### config.mk
export PLATFORM = sky130hd
export DESIGN_NAME = sbox_shared
export DESIGN_NICKNAME = d
export VERILOG_FILES = /design/src/rtl/sbox_pkg.sv /design/src/rtl/sbox_lin_layer.sv /design/src/rtl/sbox_cf_inverter.sv /design/src/rtl/sbox_ctrl.sv /design/src/rtl/sbox_datapath.sv /design/src/rtl/sbox_shared.sv
export SDC_FILE = /design/constraint.sdc
export NUM_CORES = 1
export LEC_CHECK = 0
export BUFFER_PORTS_ARGS = -buffer_cell sky130_fd_sc_hd__buf_2
export CAP_MARGIN = 15
export CELL_PAD_IN_SITES_DETAIL_PLACEMENT = 1
export CELL_PAD_IN_SITES_GLOBAL_PLACEMENT = 2
export CORE_MARGIN = 10
export CORE_UTILIZATION = 36
export DETAILED_ROUTE_END_ITERATION = 10
export PLACE_DENSITY = 0.79
export SLEW_MARGIN = 20
export SYNTH_ARGS = -nofsm -noshare
export SYNTH_HDL_FRONTEND = slang
export SYNTH_SLANG_ARGS = --single-unit
### constraint.sdc
create_clock -name clk -period 6.6 [get_ports clk]
set_input_delay 0.66 -clock clk [delete_from_list [all_inputs] [get_ports clk]]
set_output_delay 0.66 -clock clk [all_outputs]
set_load 0.05 [all_outputs]
### src/rtl/sbox_pkg.sv
package sbox_pkg;

  typedef logic [7:0]  byte_t;
  typedef logic [3:0]  nib_t;
  typedef logic [63:0] mat8_t;   // column j (image of bit j) at [8*j +: 8]

  typedef struct packed {
    logic fwdIn;    // select forward input layer
    logic fwdOut;   // select forward output layer
  } sboxStrobe_t;

  // GF(2^4) with x^4 + x + 1
  function automatic nib_t gf16Mul(input nib_t a, input nib_t b);
    nib_t p;
    nib_t aa;
    p  = '0;
    aa = a;
    for (int i = 0; i < 4; i++) begin
      if (b[i]) p = p ^ aa;
      aa = aa[3] ? ({aa[2:0], 1'b0} ^ 4'h3) : {aa[2:0], 1'b0};
    end
    return p;
  endfunction

  function automatic nib_t gf16Inv(input nib_t a);
    nib_t a2;
    nib_t a4;
    nib_t a8;
    a2 = gf16Mul(a, a);
    a4 = gf16Mul(a2, a2);
    a8 = gf16Mul(a4, a4);
    return gf16Mul(gf16Mul(a2, a4), a8);   // a^14
  endfunction

  // pick lambda so that y^2 + y + lambda has no root in GF(2^4)
  function automatic nib_t findLambda();
    nib_t r;
    logic found;
    logic hasRoot;
    r = '0;
    found = 1'b0;
    for (int l = 1; l < 16; l++) begin
      hasRoot = 1'b0;
      for (int t = 0; t < 16; t++)
        if ((gf16Mul(nib_t'(t), nib_t'(t)) ^ nib_t'(t)) == nib_t'(l)) hasRoot = 1'b1;
      if (!found && !hasRoot) begin
        r = nib_t'(l);
        found = 1'b1;
      end
    end
    return r;
  endfunction

  localparam nib_t LAMBDA = findLambda();

  // composite element {h,l} = h*y + l, y^2 = y + lambda
  function automatic byte_t cfMul(input byte_t a, input byte_t b);
    nib_t hh;
    nib_t h;
    nib_t l;
    hh = gf16Mul(a[7:4], b[7:4]);
    h  = hh ^ gf16Mul(a[7:4], b[3:0]) ^ gf16Mul(a[3:0], b[7:4]);
    l  = gf16Mul(hh, LAMBDA) ^ gf16Mul(a[3:0], b[3:0]);
    return {h, l};
  endfunction

  // composite element g that satisfies x^8 + x^4 + x^3 + x + 1 = 0
  function automatic byte_t findRoot();
    byte_t r;
    byte_t c;
    byte_t c2;
    byte_t c3;
    byte_t c4;
    byte_t c8;
    logic found;
    r = '0;
    found = 1'b0;
    for (int k = 2; k < 256; k++) begin
      c  = byte_t'(k);
      c2 = cfMul(c, c);
      c3 = cfMul(c2, c);
      c4 = cfMul(c2, c2);
      c8 = cfMul(c4, c4);
      if (!found && ((c8 ^ c4 ^ c3 ^ c ^ 8'h01) == 8'h00)) begin
        r = c;
        found = 1'b1;
      end
    end
    return r;
  endfunction

  function automatic byte_t matApply(input mat8_t m, input byte_t v);
    byte_t r;
    r = '0;
    for (int j = 0; j < 8; j++)
      if (v[j]) r = r ^ m[8*j +: 8];
    return r;
  endfunction

  function automatic mat8_t matMul(input mat8_t a, input mat8_t b);
    mat8_t r;
    for (int j = 0; j < 8; j++) r[8*j +: 8] = matApply(a, b[8*j +: 8]);
    return r;
  endfunction

  function automatic mat8_t matInvert(input mat8_t m);
    mat8_t r;
    r = '0;
    for (int j = 0; j < 8; j++)
      for (int b = 0; b < 256; b++)
        if (matApply(m, byte_t'(b)) == byte_t'(1 << j)) r[8*j +: 8] = byte_t'(b);
    return r;
  endfunction

  function automatic mat8_t isoCols();
    mat8_t m;
    byte_t g;
    byte_t p;
    g = findRoot();
    p = 8'h01;
    for (int j = 0; j < 8; j++) begin
      m[8*j +: 8] = p;
      p = cfMul(p, g);
    end
    return m;
  endfunction

  function automatic byte_t rotl(input byte_t v, input int n);
    return byte_t'((v << n) | (v >> (8 - n)));
  endfunction

  function automatic mat8_t affFwdCols();
    mat8_t m;
    byte_t e;
    for (int j = 0; j < 8; j++) begin
      e = byte_t'(1 << j);
      m[8*j +: 8] = e ^ rotl(e, 1) ^ rotl(e, 2) ^ rotl(e, 3) ^ rotl(e, 4);
    end
    return m;
  endfunction

  function automatic mat8_t affInvCols();
    mat8_t m;
    byte_t e;
    for (int j = 0; j < 8; j++) begin
      e = byte_t'(1 << j);
      m[8*j +: 8] = rotl(e, 1) ^ rotl(e, 3) ^ rotl(e, 6);
    end
    return m;
  endfunction

  localparam byte_t AFF_FWD_C = 8'h63;
  localparam byte_t AFF_INV_C = 8'h05;

  localparam mat8_t ISO     = isoCols();
  localparam mat8_t ISO_INV = matInvert(ISO);

  // merged layers on each side of the inverter
  localparam mat8_t IN_FWD_M  = ISO;
  localparam byte_t IN_FWD_C  = 8'h00;
  localparam mat8_t IN_INV_M  = matMul(ISO, affInvCols());
  localparam byte_t IN_INV_C  = matApply(ISO, AFF_INV_C);
  localparam mat8_t OUT_FWD_M = matMul(affFwdCols(), ISO_INV);
  localparam byte_t OUT_FWD_C = AFF_FWD_C;
  localparam mat8_t OUT_INV_M = ISO_INV;
  localparam byte_t OUT_INV_C = 8'h00;

endpackage

### src/rtl/sbox_lin_layer.sv
module sbox_lin_layer
  import sbox_pkg::*;
#(
  parameter mat8_t MAT  = '0,
  parameter byte_t CNST = '0
) (
  input  byte_t a,
  output byte_t y
);
  always_comb begin
    y = CNST;
    for (int j = 0; j < 8; j++)
      if (a[j]) y = y ^ MAT[8*j +: 8];
  end
endmodule

### src/rtl/sbox_cf_inverter.sv
module sbox_cf_inverter
  import sbox_pkg::*;
(
  input  byte_t a,
  output byte_t y
);
  nib_t hi;
  nib_t lo;
  nib_t norm;
  nib_t normInv;

  always_comb begin
    hi      = a[7:4];
    lo      = a[3:0];
    norm    = gf16Mul(gf16Mul(hi, hi), LAMBDA) ^ gf16Mul(hi, lo) ^ gf16Mul(lo, lo);
    normInv = gf16Inv(norm);
    y       = {gf16Mul(hi, normInv), gf16Mul(hi ^ lo, normInv)};
  end
endmodule

### src/rtl/sbox_ctrl.sv
module sbox_ctrl
  import sbox_pkg::*;
(
  input  logic        mode,
  output sboxStrobe_t strobe
);
  always_comb begin
    strobe.fwdIn  = mode;
    strobe.fwdOut = mode;
  end
endmodule

### src/rtl/sbox_datapath.sv
module sbox_datapath
  import sbox_pkg::*;
#(
  parameter bit OUT_REG = 1'b1
) (
  input  logic        clk,
  input  logic        rst_n,
  input  sboxStrobe_t strobe,
  input  byte_t       din,
  output byte_t       dout
);
  byte_t inFwd;
  byte_t inInv;
  byte_t fieldIn;
  byte_t fieldOut;
  byte_t outFwd;
  byte_t outInv;
  byte_t subVal;

  sbox_lin_layer #(.MAT(IN_FWD_M), .CNST(IN_FWD_C)) u_inFwd (.a(din), .y(inFwd));
  sbox_lin_layer #(.MAT(IN_INV_M), .CNST(IN_INV_C)) u_inInv (.a(din), .y(inInv));

  assign fieldIn = strobe.fwdIn ? inFwd : inInv;

  sbox_cf_inverter u_inv (.a(fieldIn), .y(fieldOut));

  sbox_lin_layer #(.MAT(OUT_FWD_M), .CNST(OUT_FWD_C)) u_outFwd (.a(fieldOut), .y(outFwd));
  sbox_lin_layer #(.MAT(OUT_INV_M), .CNST(OUT_INV_C)) u_outInv (.a(fieldOut), .y(outInv));

  assign subVal = strobe.fwdOut ? outFwd : outInv;

  generate
    if (OUT_REG) begin : g_reg
      byte_t outQ;
      always_ff @(posedge clk) begin
        if (!rst_n) outQ <= '0;
        else        outQ <= subVal;
      end
      assign dout = outQ;
    end else begin : g_comb
      assign dout = subVal;
    end
  endgenerate
endmodule

### src/rtl/sbox_shared.sv
module sbox_shared
  import sbox_pkg::*;
#(
  parameter bit OUT_REG = 1'b1
) (
  input  logic       clk,
  input  logic       rst_n,
  input  logic       mode,
  input  logic [7:0] din,
  output logic [7:0] dout
);
  sboxStrobe_t strobe;

  sbox_ctrl u_ctrl (.mode(mode), .strobe(strobe));

  sbox_datapath #(.OUT_REG(OUT_REG)) u_dp (
    .clk   (clk),
    .rst_n (rst_n),
    .strobe(strobe),
    .din   (din),
    .dout  (dout)
  );
endmodule

==> After elaboration in Yosys (flattened, before gate mapping) <==
Index checks and enable logic that the tools add are counted.
{ "totals": {"reg_bits": 8, "output_inout_bits": 8, "elab_cells": 184} }
{ "classes": {"n_mux": 98, "bitwise_logic": 85} }
{ "ops": {"columns": ["op", "count"], "rows": [
  ["$mux 4", 40],
  ["$xor 4x4->4", 33],
  ["$mux 8", 14],
  ["$mux 7", 10],
  ["$not 2->2", 27],
  ["$mux 2", 25],
  ["$mux 6", 6],
  ["$not 5->5", 5],
  ["$not 3->3", 8],
  ["$not 4->4", 4],
  ["$not 6->6", 2],
  ["$not 5->6", 1],
  ["$mux 5", 1],
  ["$not 4->5", 1],
  ["$not 1->4 const A", 1],
  ["$not 3->4", 1],
  ["$mux 1", 2],
  ["$not 1->1", 1],
  ["$not 1->1 const A", 1]
]} }

==> Logic depth before layout (Yosys ltp) <==
Gate-level depths: netlist of the first run.
{ "depth": {"word_depth": 86, "ltp_mapped": 34, "ltp_nobuf": 27} }

==> By module <==
A second synthesis of the first run with hierarchy kept.
{ "hier_totals": {"cells_unflattened": 365, "hier_area_um2": 2985.4} }
{ "by_module_without_submodules": {"columns": ["module", "instances", "cells_each", "area_per_inst_um2"], "rows": [
  ["sbox_cf_inverter", 1, 274, 1905.6],
  ["sbox_datapath", 1, 34, 432.9],
  ["sbox_lin_layer (u_dp.u_inInv)", 1, 13, 177.7],
  ["sbox_lin_layer (u_dp.u_outFwd)", 1, 15, 175.2],
  ["sbox_lin_layer (u_dp.u_outInv)", 1, 15, 151.4],
  ["sbox_lin_layer (u_dp.u_inFwd)", 1, 12, 127.6],
  ["sbox_ctrl", 1, 2, 15.0]
]} }

==> Worst setup path before layout of the first run <==
No wires, ideal clock.
{ "synth_path": {"path_kind": "input -> register", "start": "in din[6]", "end": "reg u_dp.g_reg.outQ[1], in the netlist u_dp.dout[1]", "setup_ns": 0.069, "arrival_time_ns": 7.085, "path_slack_ns": -0.554, "cell_stages": 30, "n_path_buf": 5, "cell_sequence": "buf_6 -> xnor3_2 -> xnor2_2 -> a211oi_2 -> or2_1 -> buf_6 -> inv_1 -> ha_1 -> inv_1 -> nor3_2 -> xnor3_1 -> or3_1 -> buf_6 -> and3b_1 -> buf_2 -> nor3_1 -> or2_2 -> xor2_1 -> ha_1 -> clkbuf_1 -> nor2_1 -> maj3_1 -> a221o_1 -> o21ai_1 -> xor2_1 -> nor3_1 -> nor2_4 -> xnor3_1 -> a2111o_1 -> o21ai_1"} }
{ "synth_via": {"elab_chain_cells": 64, "word_cells_on_any_way": 148, "cone_classes": "mux (82); bitwise (66)"} }
{ "synth_lines": {"columns": ["element", "line", "source"], "rows": [
  ["start, declared", "sbox_shared.sv:9", "input logic [7:0] din,"],
  ["$mux 8", "sbox_lin_layer.sv:13", "if (a[j]) y = y ^ MAT[8*j +: 8];"],
  ["$not 3->3 (no line)", null, null],
  ["$mux 8", "sbox_lin_layer.sv:13", null],
  ["$mux 8 *", "sbox_datapath.sv:23", "assign fieldIn = strobe.fwdIn ? inFwd : inInv;"],
  ["$mux 4 (tied with other cells)", "sbox_pkg.sv:19", "if (b[i]) p = p ^ aa;"],
  ["$xor 4x4->4 / $mux 2 (equally long branches)", "sbox_pkg.sv:19, sbox_pkg.sv:20", null],
  ["$mux 4 / $xor 4x4->4 (equally long branches)", "sbox_pkg.sv:19", null],
  ["$xor 4x4->4 / $mux 4 (equally long branches)", "sbox_pkg.sv:19", null],
  ["[47 not listed]", null, null],
  ["$not 4->4 (no line)", null, null],
  ["$mux 6", "sbox_lin_layer.sv:13", null],
  ["$not 3->3 (no line)", null, null],
  ["$mux 7", "sbox_lin_layer.sv:13", null],
  ["$not 5->5 (no line)", null, null],
  ["$mux 6", "sbox_lin_layer.sv:13", null],
  ["$mux 7 (2 in series)", "sbox_lin_layer.sv:13", null],
  ["$mux 8 *", "sbox_datapath.sv:30", "assign subVal = strobe.fwdOut ? outFwd : outInv;"],
  ["end signal, assigned", "sbox_datapath.sv:37", "else outQ <= subVal;"],
  ["end, declared", "sbox_datapath.sv:34", "byte_t outQ;"]
]} }
Every way passes the cells marked *; elsewhere a longest branch is shown, timed or not.
A chain may end at the register's enable or synchronous reset.

==> Worst setup path after layout of the first run <==
{ "layout_path": {"start": "in din[0]", "end": "reg u_dp.g_reg.outQ[1], in the netlist u_dp.dout[1]"} }
{ "layout_via": {"elab_chain_cells": 75, "word_cells_on_any_way": 164, "cone_classes": "mux (93); bitwise (71)"} }
{ "layout_lines": {"columns": ["element", "line"], "rows": [
  ["$mux 7", "sbox_lin_layer.sv:13"],
  ["$not 5->6 (no line)", null],
  ["$mux 8", "sbox_lin_layer.sv:13"],
  ["$not 3->3 (no line)", null],
  ["$mux 8", "sbox_lin_layer.sv:13"],
  ["$mux 6", "sbox_lin_layer.sv:13"],
  ["$not 5->5 (no line)", null],
  ["$mux 7", "sbox_lin_layer.sv:13"],
  ["[58 not listed]", null],
  ["$not 4->4 (no line)", null],
  ["$mux 6", "sbox_lin_layer.sv:13"],
  ["$not 3->3 (no line)", null],
  ["$mux 7", "sbox_lin_layer.sv:13"],
  ["$not 5->5 (no line)", null],
  ["$mux 6", "sbox_lin_layer.sv:13"],
  ["$mux 7 (2 in series)", "sbox_lin_layer.sv:13"],
  ["$mux 8 *", "sbox_datapath.sv:30"]
]} }
Marks and branches as above.

==> metrics.csv, run 1 <==
metric;value;unit
outcome;finished with violations;
failing checks;setup timing;
Via Count;3674;
WHS Path Cells;3;
Yosys top cell by area;xnor3_1;
Clock Pin Slew Worst Setup and Hold Paths;0.04;ns
H-tree levels;1;
Fmax;151;MHz
pin count of the biggest net entering global routing;23;
Initial Util;0.367;
area grow syn2layout;40.2;%
final worst slack;-0.00700;ns
hpwl dp;9.45;mm
share of cells above drive strength 1;0.499;
Iter 0 DRT Violations;162;
EDFF count, synth;0;
Critical Path Start Type;primary input;
Crit path arrival time;6.78;ns
fin crit share;1.00;
ys flop type;dfxtp_1;
Reg area;160;µm²
CTS buffer count;3;
Placer Congestion;0.938;
post-synthesis compound-gate area fraction;0.271;
Root Driver;clkbuf_8;
Die Area;14300;µm²
mux contribution to synthesized area;0.0520;
Max Root-Sink Buffers;2;
Tmin final;6.61;ns
Site Rows;36;
Die X;119;µm
Worst Hold Endpoint;u_dp.dout[1];
FFs w/ async S/R, synth;0;
first-pass GRT wire length;19.4;mm
Worst Hold Class;primary input to register;
Nets;539;
die height;119;µm
GRT Total Usage;0.159;
final core occ;0.515;
drt drc;0;
Layout Cells excl Fill;654;
number of max-cap violations;0;
Critical-path top delay cell;xnor3_1;
syn nets;431;
I/O pin count;19;
area occupied by multi-input gates;3580;µm²
CP Capture Type;register;
number of global-route vias before repair;3829;
endpoints failing setup;1;
measured slew at the worst slew-check pin;0.650;ns
max FFs per register;8;
Yosys reg bits;8;
fin area;4990;µm²
CP Class;primary input to register;
Synth Area in XOR/XNOR;0.301;
wire length per cell;19.4;µm
TritonCTS clock tree;yes;
Area contributors post-synth;xnor3_1, xnor2_1, xor2_1;
Crit path required time;6.77;ns
Worst slew margin;0.564;
RSZ-0062 raised after global routing;true;
Yosys Warn Count;0;
initial antenna violation count;0;
DP Area;4360;µm²
fill cell count;1137;
# port buffers;18;
Synth Instances;415;
Worst Min Path Start;rst_n;
CP peak stage delay;0.40;ns
post-detailed-route count of antenna-violating nets;0;
pre-CTS setup slack;-0.242;ns
Synth Cell Area;3560;µm²
largest family of logic cells by synthesized area;XOR/XNOR gates;
post-synthesis sequential area ratio;0.0450;
CP Max Fanout;8;
adder-cell area share of the yosys netlist;0.0204;
CTS sink cnt;8;
share of the synthesized area in the top cell type;0.0823;
Slew Limit Fails;0;
Post-Synth Simple-Gate Area;0.227;
final wirelength;12.7;mm
syn_area_per_cell;8.57;µm²
drt pass-1 iters;7;
Synth cell types;101;
Fin. Hold Viols;0;
CORE AREA;9680;µm²
grt ovf;0;
Cells after DPL;629;
diodes inserted;0;
Via density;5.62;
-- cell families (layout without fill, tap and decap cells) --
logic type / count (synthesis) / after routing
DFF: 8 / 8
AOI/OAI and AO/OA: 117 / 117
buffers and inverters: 39 / 145
xor gates and xnor gates: 81 / 81
muxes: 17 / 17
and+or+nand+nor: 147 / 147
adders and majority gates: 6 / 6
-- layout by cell type, fill, tap and decap left out, drive strengths merged, types with 4 or more instances in the layout --
cell / count
a21o: 4
buf: 129
a21oi: 23
nand3: 16
or2: 5
o32ai: 4
o21ai: 20
ha: 5
xnor2: 39
nor3: 24
inv: 12
nor2: 27
o211ai: 9
mux2i: 14
clkbuf: 4
nand2b: 4
or3: 7
xnor3: 17
dfxtp: 8
a31oi: 5
a21boi: 5
a211oi: 9
nor4: 4
xor2: 23
nand2: 39
-- routing by layer --
metal | global-route usage | up-vias | routed length [µm]
li1 | - | 1742 | -
met1 | 0.190 | 1845 | 5300
met2 | 0.302 | 61 | 6830
met3 | 0.0109 | 26 | 326
met4 | 0.0302 | 0 | 245
met5 | 0 | - | 0
-- layout make-up --
class                           instances  share of cell area
Sequential cell                         8              0.0321
Tap cell                              133              0.0334
Inverter                               12              0.0100
Clock buffer                            3             0.00827
Multi-Input combinational cell        368               0.718
Timing Repair Buffer                  130               0.198
-- synthesized netlist by cell type, types with 4 or more instances --
| library cell | number |
|---|---|
| xnor2_2 | 6 |
| o21ai_1 | 9 |
| xnor2_1 | 32 |
| nor4_1 | 4 |
| xor2_1 | 20 |
| o211ai_1 | 8 |
| a21oi_1 | 20 |
| nand3_1 | 13 |
| nand2_1 | 35 |
| xnor3_1 | 13 |
| nand2b_1 | 4 |
| nor2_1 | 26 |
| dfxtp_1 | 8 |
| buf_2 | 5 |
| a31oi_1 | 4 |
| ha_1 | 5 |
| inv_1 | 11 |
| nor3_1 | 21 |
| buf_6 | 10 |
| or3_1 | 5 |
| clkbuf_8 | 6 |
| xnor3_2 | 4 |
| o21ai_0 | 9 |
| mux2i_1 | 12 |
| a211oi_1 | 8 |
-- timing repair --
action / 4_1_cts / 5_1_grt
endpoints found under the setup margin: 2 / 8
setup buffers: 1 / 21
pin swaps: 0 / 45
hold buffers: 0 / 0
resized for setup: 2 / 80
-- worst max path at each step --
| stage | start | to | cells after the start |
|---|---|---|---|
| after detailed placement | din[1] | u_dp.dout[6] | 27 |
| after global routing | din[0] | u_dp.dout[7] | 31 |
| after global placement | din[1] | u_dp.dout[6] | 28 |
| final | din[0] | u_dp.dout[1] | 30 |
| after floorplan | din[0] | u_dp.dout[5] | 29 |
| after CTS | din[1] | u_dp.dout[1] | 28 |
-- through the flow --
stage,setup TNS [ns],hold WS [ns]
after detailed placement,-1.41,1.00
after floorplan,-0.0356,0.999
after global placement,-0.0918,0.992
after global routing,-1.56,0.790
final,-0.00700,0.764
after CTS,0,0.764
-- critical path, delay by kind of cell --
family | cells | cell delay [ns]
AO/OA/AOI/OAI | 8 | 2.02
XOR/XNOR | 5 | 1.32
adder cells (fa/ha/maj) | 2 | 0.64
buffers and inverters | 6 | 0.77
AND/OR/NAND/NOR | 9 | 1.35
Power of run 1 is not shown: default switching activity piles up to over one toggle a cycle in this logic, so the estimate is an artifact.
==> run 2, diff against run 1 <==
--- a/config.mk
+++ b/config.mk
@@ -13,6 +13,7 @@
 export CORE_UTILIZATION = 36
 export DETAILED_ROUTE_END_ITERATION = 10
 export PLACE_DENSITY = 0.79
+export SKIP_CTS_REPAIR_TIMING = 1
 export SLEW_MARGIN = 20
 export SYNTH_ARGS = -nofsm -noshare
 export SYNTH_HDL_FRONTEND = slang
==> run 2 against run 1 <==
The flow now finishes without violations; critical endpoint is now u_dp.dout[5]; global-route usage about the same; hold slack improved by 0.0089 ns; routed wire length shrank 6.7%; sequential cell count is the same; worst setup slack improved by 0.24 ns; largest cell class unchanged.
==> metrics.csv, run 2 (synthesis results as in run 1) <==
metric;value;unit;change
outcome;finished, final reports clean;;
max FFs per register;8;;unchanged
pre-CTS setup slack;-0.242;ns;unchanged
Layout Cells excl Fill;644;;-1.5%
Initial Util;0.367;;unchanged
final worst slack;0.236;ns;+0.243 ns
Placer Congestion;0.938;;unchanged
Site Rows;36;;unchanged
Max Root-Sink Buffers;2;;unchanged
pin count of the biggest net entering global routing;23;;unchanged
fin crit share;0.964;;-0.0368
CORE AREA;9680;µm²;unchanged
Via Count;3569;;-2.9%
grt ovf;0;;unchanged
measured slew at the worst slew-check pin;0.619;ns;-0.0311 ns
CP Max Fanout;8;;unchanged
Hold WS;0.773;ns;+0.00892 ns
CP peak stage delay;0.47;ns;+0.07 ns
share of cells above drive strength 1;0.466;;-0.0333
die height;119;µm;unchanged
family with the most delay on the worst path;XOR/XNOR gates;;
post-detailed-route count of antenna-violating nets;0;;unchanged
Fmax;157;MHz;+3.8%
drt drc;0;;unchanged
Die Area;14300;µm²;unchanged
CP Capture Type;register;;
Iter 0 DRT Violations;189;;+17%
diodes inserted;0;;unchanged
most frequent cells in the layout;buf_4, nand2_1, xnor2_1, nor2_1, a21oi_1;;
Slew Limit Fails;0;;unchanged
Critical Path Start Type;primary input;;
wire length per cell;18.4;µm;-5.2%
commonest non-fill, non-tap cell in the layout;buf_4;;
Die X;119;µm;unchanged
worst path buffer plus inverter count;3;;-3
TritonCTS clock tree;yes;;
CTS buffer count;3;;unchanged
WHS Path Cells;3;;unchanged
H-tree levels;1;;unchanged
number of max-cap violations;0;;unchanged
Crit path arrival time;6.46;ns;-0.32 ns
Tmin final;6.36;ns;-0.243 ns
final wirelength;11.9;mm;-6.7%
CTS sink cnt;8;;unchanged
Critical-path top delay cell;xnor3_2;;
Root Driver;clkbuf_8;;
I/O pin count;19;;unchanged
drt pass-1 iters;4;;-3
area grow syn2layout;33.4;%;
number of global-route vias before repair;3827;;-0.052%
initial antenna violation count;0;;unchanged
Crit path required time;6.69;ns;-0.08 ns
Worst Hold Class;primary input to register;;
hpwl dp;9.45;mm;unchanged
Nets;529;;-1.9%
Cells after DPL;629;;unchanged
Fin. Hold Viols;0;;unchanged
Via density;5.54;;-1.3%
CP Class;primary input to register;;
GRT Total Usage;0.158;;-0.000391
Worst slew margin;0.585;;+0.0209
endpoints failing setup;0;;-1
first-pass GRT wire length;19.3;mm;-0.21%
# port buffers;18;;unchanged
Crit path depth;28;;-6.7%
Clock Pin Slew Worst Setup and Hold Paths;0.04;ns;about the same
-- run 2: path summary, 6_finish.rpt --
path,start,end
setup / recovery,din[1],u_dp.dout[5]
hold / removal,rst_n,u_dp.dout[1]
-- run 2: area by class of cell --
class | instances | area [µm²]
timing repair buffer | 120 | 882
tap | 133 | 166
inverter | 12 | 50.0
clock buffer | 3 | 41.3
sequential | 8 | 160
fill | 1149 | 4940
multi-input combinational | 368 | 3450
-- run 2: metrics by stage --
| stage | utilization | cell area [µm²] | TNS (ns) |
|---|---|---|---|
| final | 0.490 | 4750 | 0 |
| after floorplan | - | 3690 | -0.0356 |
| after global placement | 0.450 | 4360 | -0.0918 |
| after CTS | 0.454 | 4400 | -0.0884 |
| after detailed placement | 0.450 | 4360 | -1.41 |
| after global routing | 0.490 | 4750 | -0.174 |
-- run 2: tightest hold or removal path, cell delays in order --
cell and delay, ns:
buf_2 0.16, nand2_1 0.08, o21ai_1 0.05
-- run 2: layer usage --
| layer | vias to the layer above | wire length (µm) | track usage |
|---|---|---|---|
| li1 | 1727 | - | - |
| met1 | 1781 | 5200 | 0.190 |
| met2 | 47 | 6250 | 0.301 |
| met3 | 14 | 283 | 0.0109 |
| met4 | 0 | 122 | 0.0302 |
| met5 | - | 0 | 0 |
Power of run 2 is left out for the same reason.
